[src/rtl/sec_sysctrl_pkg.sv]
`timescale 1ns/1ps
package sec_sysctrl_pkg;
  localparam int DW        = 32;
  localparam int AW        = 12;
  localparam int WAW       = AW - 2;
  localparam int SW        = DW / 8;
  localparam int MAX_CPU   = 2;
  localparam int SWRST_BIT = 9;
  localparam int VEC_LSB   = 7;

  typedef enum logic [4:0] {
    SL_DBG, SL_SECCTL, SL_FCLK, SL_SYSCLK, SL_CLKF, SL_RSYN, SL_RMASK,
    SL_RETAIN, SL_VT0, SL_VT1, SL_WAIT, SL_NMI, SL_WAKE, SL_EWAKE, SL_PWR,
    SL_SN_SYS, SL_SN_CPU, SL_SN_A, SL_SN_B, SL_SN_C, SL_SN_D
  } slot_e;
  localparam int NSLOT = 21;

  typedef enum logic [2:0] {K_BAD, K_RW, K_RO, K_ID, K_SET, K_CLR, K_SWRST} acc_e;

  typedef struct packed {
    acc_e       kind;
    slot_e      slot;
    logic [7:0] id;
  } dec_t;

  function automatic logic [DW-1:0] lane_mask(input logic [SW-1:0] s);
    logic [DW-1:0] m;
    for (int b = 0; b < SW; b++) m[b*8 +: 8] = {8{s[b]}};
    return m;
  endfunction
endpackage

[src/rtl/sysctrl_decode.sv]
`timescale 1ns/1ps
module sysctrl_decode
  import sec_sysctrl_pkg::*;
#(
  parameter bit ONE_CORE = 1'b0
) (
  input  logic [WAW-1:0] wa,
  output dec_t           dec
);
  localparam logic [WAW-1:0] ID_BASE = WAW'(12'hFD0 >> 2);

  logic [AW-1:0]  ba;
  logic [WAW-1:0] id_off;
  assign ba     = {wa, 2'b00};
  assign id_off = wa - ID_BASE;

  function automatic logic [7:0] id_byte(input logic [WAW-1:0] k);
    case (k)
      0: return 8'h04;
      4: return 8'h54;
      5: return 8'hB8;
      6: return 8'h1B;
      8: return 8'h0D;
      9: return 8'hF0;
      10: return 8'h05;
      11: return 8'hB1;
      default: return 8'h00;
    endcase
  endfunction

  always_comb begin
    dec = '{kind: K_BAD, slot: SL_DBG, id: 8'h00};
    case (ba)
      12'h000: dec.kind = K_RO;
      12'h004: dec.kind = K_SET;
      12'h008: dec.kind = K_CLR;
      12'h00C: begin dec.kind = K_RW; dec.slot = SL_SECCTL; end
      12'h010: begin dec.kind = K_RW; dec.slot = SL_FCLK;   end
      12'h014: begin dec.kind = K_RW; dec.slot = SL_SYSCLK; end
      12'h018: begin dec.kind = K_RW; dec.slot = SL_CLKF;   end
      12'h100: begin dec.kind = K_RW; dec.slot = SL_RSYN;   end
      12'h104: begin dec.kind = K_RW; dec.slot = SL_RMASK;  end
      12'h108: dec.kind = K_SWRST;
      12'h10C: begin dec.kind = K_RW; dec.slot = SL_RETAIN; end
      12'h110: begin dec.kind = K_RW; dec.slot = SL_VT0;    end
      12'h114: if (!ONE_CORE) begin dec.kind = K_RW; dec.slot = SL_VT1;  end
      12'h118: if (!ONE_CORE) begin dec.kind = K_RW; dec.slot = SL_WAIT; end
      12'h11C: if (!ONE_CORE) begin dec.kind = K_RW; dec.slot = SL_NMI;  end
      12'h120: begin dec.kind = K_RW; dec.slot = ONE_CORE ? SL_WAIT : SL_WAKE;  end
      12'h124: begin dec.kind = K_RW; dec.slot = ONE_CORE ? SL_NMI  : SL_EWAKE; end
      12'h1FC: if (ONE_CORE)  begin dec.kind = K_RW; dec.slot = SL_PWR;    end
      12'h200: begin dec.kind = K_RW; dec.slot = SL_SN_SYS; end
      12'h204: if (ONE_CORE)  begin dec.kind = K_RW; dec.slot = SL_SN_CPU; end
      12'h20C: if (!ONE_CORE) begin dec.kind = K_RW; dec.slot = SL_SN_A;   end
      12'h210: if (!ONE_CORE) begin dec.kind = K_RW; dec.slot = SL_SN_B;   end
      12'h214: begin dec.kind = K_RW; dec.slot = SL_SN_C; end
      12'h218: begin dec.kind = K_RW; dec.slot = SL_SN_D; end
      default: begin
        if (wa >= ID_BASE) begin
          dec.kind = K_ID;
          dec.id   = id_byte(id_off);
        end
      end
    endcase
  end
endmodule

[src/rtl/sysctrl_regfile.sv]
`timescale 1ns/1ps
module sysctrl_regfile
  import sec_sysctrl_pkg::*;
#(
  parameter bit          ONE_CORE = 1'b0,
  parameter logic [31:0] VEC0_RST = 32'h1000_0000,
  parameter logic [31:0] VEC1_RST = 32'h1000_0000,
  parameter logic [31:0] WAIT_RST = 32'h0
) (
  input  logic          clk,
  input  logic          rstn,
  input  logic          wr_en,
  input  acc_e          kind,
  input  slot_e         slot,
  input  logic [DW-1:0] wdata,
  input  logic [DW-1:0] wmask,
  output logic [DW-1:0] slot_word [NSLOT],
  output logic [MAX_CPU-1:0] rel_fire
);
  localparam int NCPU = ONE_CORE ? 1 : 2;

  function automatic logic [DW-1:0] rst_val(input int s);
    if (s == int'(SL_RSYN))   return 32'h1;
    if (s == int'(SL_SN_SYS)) return 32'h7F;
    if (s == int'(SL_VT0))    return VEC0_RST;
    if (s == int'(SL_VT1))    return VEC1_RST;
    if (s == int'(SL_WAIT))   return WAIT_RST;
    if (s == int'(SL_PWR))    return 32'h3;
    return '0;
  endfunction

  logic [DW-1:0] wd_m;
  assign wd_m = wdata & wmask;

  for (genvar i = 0; i < NSLOT; i++) begin : g_slot
    logic [DW-1:0] q, nxt;
    logic          take;
    always_comb begin
      take = 1'b0;
      nxt  = (q & ~wmask) | wd_m;
      if (wr_en && int'(slot) == i) begin
        if (i == int'(SL_DBG)) begin
          take = (kind == K_SET) || (kind == K_CLR);
          nxt  = (kind == K_SET) ? (q | wd_m) : (q & ~wd_m);
        end else if (i == int'(SL_VT0) && ONE_CORE) begin
          take = (kind == K_RW) && !q[0];
        end else if (i == int'(SL_PWR)) begin
          take = (kind == K_RW) && q[0];
        end else begin
          take = (kind == K_RW);
        end
      end
    end
    always_ff @(posedge clk or negedge rstn) begin
      if (!rstn)     q <= rst_val(i);
      else if (take) q <= nxt;
    end
    assign slot_word[i] = q;
  end

  logic          wait_take;
  logic [DW-1:0] wait_new;
  assign wait_take = wr_en && (kind == K_RW) && (slot == SL_WAIT);
  assign wait_new  = (slot_word[SL_WAIT] & ~wmask) | wd_m;

  for (genvar c = 0; c < MAX_CPU; c++) begin : g_rel
    if (c < NCPU) begin : g_on
      assign rel_fire[c] = wait_take && slot_word[SL_WAIT][c] && !wait_new[c];
    end else begin : g_off
      assign rel_fire[c] = 1'b0;
    end
  end

  // a clear alias write leaves none of the written ones set
  p_dbg_clear_r3: assert property (@(posedge clk) disable iff (!rstn)
    (wr_en && kind == K_CLR) |=> ((slot_word[SL_DBG] & $past(wd_m)) == '0));

  // a locked power word does not move
  p_pwr_lock_r7: assert property (@(posedge clk) disable iff (!rstn)
    !slot_word[SL_PWR][0] |=> $stable(slot_word[SL_PWR]));

  if (ONE_CORE) begin : g_lock_chk
    // once the lock bit is set the vector word is frozen
    p_vec_lock_r6: assert property (@(posedge clk) disable iff (!rstn)
      slot_word[SL_VT0][0] |=> $stable(slot_word[SL_VT0]));
  end
endmodule

[src/rtl/sysctrl_pulse.sv]
`timescale 1ns/1ps
module sysctrl_pulse #(
  parameter int W = 3
) (
  input  logic         clk,
  input  logic         rstn,
  input  logic [W-1:0] fire,
  output logic [W-1:0] pulse
);
  always_ff @(posedge clk or negedge rstn) begin
    if (!rstn) pulse <= '0;
    else       pulse <= fire;
  end
endmodule

[src/rtl/sec_sysctrl.sv]
`timescale 1ns/1ps
module sec_sysctrl
  import sec_sysctrl_pkg::*;
#(
  parameter bit          ONE_CORE = 1'b0,
  parameter logic [31:0] VEC0_RST = 32'h1000_0000,
  parameter logic [31:0] VEC1_RST = 32'h1000_0000,
  parameter logic [31:0] WAIT_RST = 32'h0
) (
  input  logic               pclk,
  input  logic               presetn,
  input  logic               psel,
  input  logic               penable,
  input  logic               pwrite,
  input  logic [WAW-1:0]     paddr_w,
  input  logic [DW-1:0]      pwdata,
  input  logic [SW-1:0]      pstrb,
  output logic [DW-1:0]      prdata,
  output logic               pready,
  output logic               pslverr,
  output logic               sw_reset_req,
  output logic [MAX_CPU-1:0] core_release,
  output logic [DW-1:0]      boot_vec0,
  output logic [DW-1:0]      boot_vec1
);
  dec_t               dec;
  logic               wr_en;
  logic [DW-1:0]      wmask;
  logic [DW-1:0]      slot_word [NSLOT];
  logic [MAX_CPU-1:0] rel_fire;
  logic               swrst_fire;
  logic [DW-1:0]      rd_word;

  assign wr_en      = psel && penable && pwrite;
  assign wmask      = lane_mask(pstrb);
  assign swrst_fire = wr_en && (dec.kind == K_SWRST) && pwdata[SWRST_BIT] && wmask[SWRST_BIT];

  sysctrl_decode #(.ONE_CORE(ONE_CORE)) u_decode (
    .wa  (paddr_w),
    .dec (dec)
  );

  sysctrl_regfile #(
    .ONE_CORE (ONE_CORE),
    .VEC0_RST (VEC0_RST),
    .VEC1_RST (VEC1_RST),
    .WAIT_RST (WAIT_RST)
  ) u_regs (
    .clk       (pclk),
    .rstn      (presetn),
    .wr_en     (wr_en),
    .kind      (dec.kind),
    .slot      (dec.slot),
    .wdata     (pwdata),
    .wmask     (wmask),
    .slot_word (slot_word),
    .rel_fire  (rel_fire)
  );

  sysctrl_pulse #(.W(MAX_CPU + 1)) u_pulse (
    .clk   (pclk),
    .rstn  (presetn),
    .fire  ({rel_fire, swrst_fire}),
    .pulse ({core_release, sw_reset_req})
  );

  always_comb begin
    rd_word = '0;
    case (dec.kind)
      K_RO, K_RW: rd_word = slot_word[dec.slot];
      K_ID:       rd_word = {{(DW-8){1'b0}}, dec.id};
      default:    rd_word = '0;
    endcase
  end

  assign prdata  = (psel && !pwrite) ? rd_word : '0;
  assign pready  = 1'b1;
  assign pslverr = 1'b0;

  if (ONE_CORE) begin : g_vec_trim
    assign boot_vec0 = {slot_word[SL_VT0][DW-1:VEC_LSB], {VEC_LSB{1'b0}}};
  end else begin : g_vec_full
    assign boot_vec0 = slot_word[SL_VT0];
  end
  assign boot_vec1 = slot_word[SL_VT1];

  // a reset request follows a software reset write with bit 9 set
  p_swrst_cause_r4: assert property (@(posedge pclk) disable iff (!presetn)
    sw_reset_req |-> $past(psel && penable && pwrite && (paddr_w == WAW'(12'h108 >> 2))
                           && pwdata[SWRST_BIT] && pstrb[SWRST_BIT/8]));

  // the request never lasts two clocks
  p_swrst_single_r4: assert property (@(posedge pclk) disable iff (!presetn)
    sw_reset_req |=> !sw_reset_req);

  for (genvar c = 0; c < MAX_CPU; c++) begin : g_rel_chk
    // a release pulse leaves its hold bit cleared
    p_release_clear_r5: assert property (@(posedge pclk) disable iff (!presetn)
      core_release[c] |-> !slot_word[SL_WAIT][c]);
  end
endmodule

[config.mk]
export PLATFORM = sky130hd
export DESIGN_NAME = sec_sysctrl
export DESIGN_NICKNAME = d
export VERILOG_FILES = /design/src/rtl/sec_sysctrl_pkg.sv /design/src/rtl/sysctrl_decode.sv /design/src/rtl/sysctrl_regfile.sv /design/src/rtl/sysctrl_pulse.sv /design/src/rtl/sec_sysctrl.sv
export SDC_FILE = /design/constraint.sdc
export NUM_CORES = 1
export LEC_CHECK = 0
export BUFFER_PORTS_ARGS = -buffer_cell sky130_fd_sc_hd__buf_4
export CORE_MARGIN = 2
export CORE_UTILIZATION = 40
export DETAILED_ROUTE_END_ITERATION = 16
export GPL_TIMING_DRIVEN = 0
export MAX_ROUTING_LAYER = met4
export PLACE_DENSITY = 0.53
export SLEW_MARGIN = 0
export SYNTH_ARGS = -nofsm -noshare
export SYNTH_HDL_FRONTEND = slang
export SYNTH_HIERARCHICAL = 1
export SYNTH_SLANG_ARGS = --single-unit
[constraint.sdc]
create_clock -name pclk -period 5.9 [get_ports pclk]
set_input_delay 0.885 -clock pclk [delete_from_list [all_inputs] [get_ports pclk]]
set_output_delay 0.885 -clock pclk [all_outputs]
set_load 0.01 [all_outputs]
* Word level (Yosys, flattened, before mapping) *
Memories as Yosys holds them, arrays and structs flattened.
Index checks and enable logic that the tools add are counted.

cells by class
  reductions and logical operators = 45
  multiplexer cells = 34
  bitwise gates (word level) = 48
  equal/unequal tests = 50
  magnitude comparators = 2
  add/subtract/negate cells = 1

operators with widths
  cell                                                               number
  32-bit AND                                                         23
  32-bit bitwise OR                                                  22
  32-bit binary-select mux with 5-bit select                         1
  32-bit two-way mux                                                 5
  10-bit by 7-bit == test with 1-bit output (second input constant)  11
  5-bit one-hot mux with 18 select lines                             1
  5-bit == test (second input constant)                              13
  32-bit inverter                                                    2
  32-bit one-hot mux with 2 select lines                             1
  10-bit by 8-bit == test with 1-bit output (second input constant)  6
  1-bit logical AND                                                  34
  10-bit by 3-bit == test with 1-bit output (second input constant)  3
  5-bit by 4-bit == test with 1-bit output (second input constant)   5
  8-bit two-way mux                                                  3
  24-bit OR reduction                                                1
  1-bit two-way mux                                                  21
  10-bit by 2-bit == test with 1-bit output (second input constant)  2
  3-bit one-hot mux with 6 select lines                              1
  18-bit OR reduction                                                1
  12-bit zero test                                                   1
  10-bit by 1-bit == test with 1-bit output (second input constant)  1
  5-bit by 3-bit == test with 1-bit output (second input constant)   2
  10-bit greater-or-equal comparator (second input constant)         1
  10-bit subtractor (second input constant)                          1
  other kinds (12)                                                   18

word-level totals
  memories = 1
  output and inout bits = 101
  bits of input ports = 51
  flip-flop bits (word level) = 675
  word-level logic and storage cells = 203
  bits in read-only memories = 128

memories
  name             words  width  read ports  clocked after memory_dff  wr ports  line                  text
  (no name shown)  16     8      1           0                         0         sysctrl_decode.sv:18  case (k)

* Depth between registers and ports, before layout *
  depth after elaboration = 8
  mapped depth = 14
  depth with buffers taken out = 10

* By module *
The synthesis kept the hierarchy.

modules (own cells, without submodules)
  module           cells an instance  sequential area each (um^2)  area each (um^2)  instances
  sysctrl_regfile  2,466              16,831.1                     30,600.6          1
  sec_sysctrl      612                0.0                          5,982.0           1
  sysctrl_decode   88                 0.0                          599.3             1
  sysctrl_pulse    3                  75.1                         75.1              1

* Least setup slack after synthesis *
OpenSTA, ideal clock, no wires.

  path kind = input to output
  from = in paddr_w[2]
  to = out prdata[12]
  arrival = 3,612 ps
  required time = 5,015 ps
  stages = 13
  path buffers = 3
  path slack = 1,403 ps
  path through = inv_1 ha_1 clkbuf_1 nand4bb_2 o22ai_2 a31oi_1 o21ai_1 buf_2 buf_2 mux4_2 mux2_2 nand2_1 o211ai_1

RTL lines
  element             line               text
  start: declaration  sec_sysctrl.sv:15  input logic [WAW-1:0] paddr_w,
  end: declaration    sec_sysctrl.sv:18  output logic [DW-1:0] prdata,

==> results summary <==
Between clock sinks in the finished design, the worst skew comes to 24.4 ps. The part of the total power dissipated in sequential elements is 0.451. The number of buffers and inverters on the critical path is 6. The worst-skew pair later-pin latency is roughly 650 ps. The number of pins exceeding their max-slew limit in the final report is 0. Counting stages on the worst path, the most repeated cell is sky130_fd_sc_hd__buf_4. The initial DRC count came out at 4305. The number of cells on the critical path is 12. The synthesized design contains 0 enable-type register cells.

The buffer count from post-CTS setup fixing came out at 0. The final setup TNS is -227 ps. The global placer's final weighted congestion came out at roughly 0.98. The maximum number of buffers from clock root to sink came out at 3. The critical path data arrival time is 5080 ps. The final-stage net count is about 3500. The worst setup path is captured at a primary output.

The number of port buffers came out at around 150. The most used flip-flop cell after synthesis is sky130_fd_sc_hd__dfrtp_1. By startpoint and endpoint, the worst setup path is classified as input pin to primary output.

The fraction of layout cells with a size suffix above 1 came out at 0.372. In the post-synthesis netlist, the biggest area contributors are sky130_fd_sc_hd__dfrtp_1 45%, sky130_fd_sc_hd__mux2_2 21%, sky130_fd_sc_hd__nand4_1 9.9%. Max-cap violations in this run came to 0. The most common cell in the synthesized netlist is sky130_fd_sc_hd__mux2_2. Entering global routing, the biggest net connects between 100 and 150 pins. The actual transition at the worst max-transition pin came out at between 1000 and 1500 ps. The number of nets still failing antenna checks after routing is 0.

Counting cells, the worst reg-to-reg path comes to 4. The data required time at the worst endpoint is around 5000 ps. In this run, CTS created clock tree buffers numbering approximately 80. The number of hold violations in the final report came out at 0.

The H-tree depth came out at 3. The total core area is ~0.092 sq mm. The sequential fraction of the synthesis area is 0.454. The die covers around 0.096 sq mm. The area added between synthesis and finish is 15.1%. After clock tree synthesis, the clock-pin slew on the worst setup and hold paths is about 60 ps. The largest stage delay on the critical path came out at between 900 and 1000 ps. The total of warnings raised by yosys is 6. The number of synthesized register bits is slightly below 700. In the final routed layout, each cell accounts on average for 39.8 um. The final cycle utilization of the critical path is 1.01. The die extent in x is around 300 um. The signal on the critical path passes through buf_4 > inv_1 > ha_1 > or2_0 > buf_4 > a211o_2 > buf_2 > nor2_1 > clkdlybuf4s15_1 > a22oi_1 > o211ai_1 > buf_4.

Setup violations remaining at the end of the flow were counted as 7. The flow ran to the end, but the final reports show violations. The number of rows in the core area is around 110. The fraction of power consumed by combinational cells came out at 0.059. For this run, asynchronously set or reset flops after synthesis account for 1.00. For this run the aggregate overflow at the end of global routing stands at 0.

The fraction of post-synthesis cell area in the top cell type by area came out at 0.445. The power density over cell area is 239 mW/mm^2. The class of the tightest hold or removal check is input pin to asynchronous set/reset pin. The initial utilization of the core area, before any placement, comes to 0.405. The sequential cell area in the final layout came out at about 0.017 sq mm. Cell internal power was estimated by the tool at between 7 and 8 mW. Setup repair after global routing left no endpoint under its margin. The routed wire length is about 190000 um. Summed over all cells, the static leakage comes to between 15 and 20 nW.

Averaged over all synthesized cells, the footprint is between 10 and 15 sq um. The fraction of power consumed by the clock network is 0.489. The number of different library cells in the post-synthesis netlist is slightly below 70. The startpoint class of the critical path is an input pin.

The met2 layer usage reported by global route is 0.565. The switching power share of the total came out at 0.257. The cell with the largest stage delay on the worst path is sky130_fd_sc_hd__clkdlybuf4s15_1. The normalized max-slew margin came out at 0.0196. The die height came out at between 300 and 400 um. The final routed DRC violation total came out at 0. Counting every net in the synthesized netlist gives ~3200. The worst setup slack after layout came out at -69.7 ps. The switching power of the nets came out at ~2.6 mW. For this run, the top clock speed supported by timing is approximately 170 MHz. Grouping stages by cell kind, the critical path spends the most delay in buffers and inverters. The clock net sink count came out at between 600 and 700. Clock tree synthesis selected as its root buffer the cell sky130_fd_sc_hd__clkbuf_16.

The global-route layer with the greatest usage is met2. The count of pins on the block boundary came out at roughly 150. The via count of the first global-routing pass is 32600. The met3 capacity usage during global routing came out at 0.111. Sorting the synthesized cells by how often they occur yields 699 x sky130_fd_sc_hd__mux2_2, 663 x sky130_fd_sc_hd__dfrtp_1, 591 x sky130_fd_sc_hd__nand4_1, 254 x sky130_fd_sc_hd__clkbuf_1, 144 x sky130_fd_sc_hd__buf_2. After filler insertion, the fill cell instance count of the layout stands at around 8600. The largest fanout on the critical path is 11. The detailed-routing iteration count for the pre-antenna-repair pass is 8. After synthesis the cells add up to ~0.037 sq mm. The routed via count is around 33000. The final reports fail on negative setup slack. Using the TritonRoute via totals, the vias-per-cell ratio works out to approximately 7. The global-route usage over all layers came out at 0.402. TritonCTS built the clock tree. The clock period minus final worst setup slack is between 5000 and 6000 ps. In the global route stage, met1 resource usage came out at 0.507. The global-route wire length before repair came out at between 200000 and 300000 um. The initial antenna violation count was 10.

The multi-input gate area in the final layout came out at ~0.018 sq mm. VDD sags by at most slightly below 0.2 mV. The count of mapped cells out of synthesis came out at 3169. Timing analysis after detailed placement gives a worst setup slack of -1090 ps.

The HPWL reported at the end of detailed placement came out at between 100000 and 150000 um. Summed over all instances, the cell type with the most area after synthesis is sky130_fd_sc_hd__dfrtp_1.
power groups by stage:
stage                     clock network [mW]  registers, mW  logic, mW
after floorplan                            0           4.72      0.216
after global placement                     0           4.72      0.564
after detailed placement                   0           4.72      0.588
after CTS                               5.07           4.63      0.590
after global routing                    5.27           4.63      0.632
final                                   5.02           4.63      0.611
area by class of cell:
class / instances / area share
multi-input cells: 2044 / 0.430
flip-flops and latches: 675 / 0.394
clock buffers: 122 / 0.0561
plain buffers: 441 / 0.0471
well taps: 1243 / 0.0363
repair buffers: 157 / 0.0310
clock inverters: 23 / 0.00438
inverters: 7 / 0.000613
diodes: 7 / 0.000409
worst paths after layout:
check	end	slack (ps)	startpoint
hold reg to reg	flop	490	flop
hold / removal	asynchronous set/reset pin	150	presetn
setup reg to reg	flop	3520	flop
min in group pclk	flop	490	flop
setup / recovery	prdata[8]	-70	paddr_w[0]
max in group asynchronous	asynchronous set/reset pin	3660	presetn
cells in the final DEF, fill, tap and decap left out, types with 6 or more instances in the layout:
cell type,instances
sky130_fd_sc_hd__clkbuf_4,7
sky130_fd_sc_hd__mux4_2,84
sky130_fd_sc_hd__buf_1,31
sky130_fd_sc_hd__dfrtp_1,663
sky130_fd_sc_hd__nor2b_1,6
sky130_fd_sc_hd__a21oi_1,7
sky130_fd_sc_hd__clkinv_2,16
sky130_fd_sc_hd__buf_16,6
sky130_fd_sc_hd__nor3_1,7
sky130_fd_sc_hd__a22oi_1,79
sky130_fd_sc_hd__o41ai_1,27
sky130_fd_sc_hd__buf_6,8
sky130_fd_sc_hd__nand3b_1,31
sky130_fd_sc_hd__diode_2,7
sky130_fd_sc_hd__nor2_1,16
sky130_fd_sc_hd__mux2i_1,131
sky130_fd_sc_hd__o22a_1,8
sky130_fd_sc_hd__dfstp_2,12
sky130_fd_sc_hd__and4_1,20
sky130_fd_sc_hd__nor4_1,32
sky130_fd_sc_hd__clkbuf_8,16
sky130_fd_sc_hd__buf_2,131
sky130_fd_sc_hd__mux2_1,9
sky130_fd_sc_hd__o31ai_1,27
sky130_fd_sc_hd__nand3_1,27
sky130_fd_sc_hd__clkbuf_1,242
sky130_fd_sc_hd__mux2_2,699
sky130_fd_sc_hd__clkbuf_2,24
sky130_fd_sc_hd__clkbuf_16,84
sky130_fd_sc_hd__nand4_1,591
sky130_fd_sc_hd__ha_1,9
sky130_fd_sc_hd__inv_1,7
sky130_fd_sc_hd__o21a_1,8
sky130_fd_sc_hd__buf_4,164
sky130_fd_sc_hd__nand2_1,102
sky130_fd_sc_hd__o211ai_1,20
sky130_fd_sc_hd__o21ai_0,28
sky130_fd_sc_hd__o211ai_2,9
timing repair:
item                       4_1_cts  5_1_grt
hold buffers                     0        0
gates cloned                     0        0
resized for setup               39       21
setup endpoints to repair       32       23
worst reg2reg max path, stage by stage (launching register included):
cell,delay (ps)
sky130_fd_sc_hd__dfstp_2,680
sky130_fd_sc_hd__clkbuf_1,600
sky130_fd_sc_hd__nand2_1,110
sky130_fd_sc_hd__nor4_1,460
sky130_fd_sc_hd__mux2_2,400
routing by layer:
layer / vias to the layer above / wire length (um)
met5: - / 0
met4: 0 / 14000
met3: 657 / 20700
met2: 2280 / 79900
met1: 17100 / 73400
li1: 12800 / -
cell families after synthesis:
| kind of cell | share of synthesized area |
|---|---|
| AOI/OAI and AO/OA | 0.0480 |
| xor gates and xnor gates | 0.000235 |
| adders and majority gates | 0.00302 |
| buffers and inverters | 0.0522 |
| DFF | 0.454 |
| muxes | 0.300 |
| other | 0.000202 |
| and+or+nand+nor | 0.143 |
through the flow:
stage	util	std cells	area [sq um]	hold slack [ps]	total power, mW
2_1_floorplan	-	3169	37300	455	4.93
3_3_place_gp	0.434	4560	39900	473	5.28
3_5_place_dp	0.437	4569	40200	481	5.30
4_1_cts	0.466	4713	42800	140	10.3
5_1_grt	0.466	4717	42900	165	10.5
6_report	0.466	4719	42900	146	10.3
No activity file was read; power rests on OpenSTA's default activity.
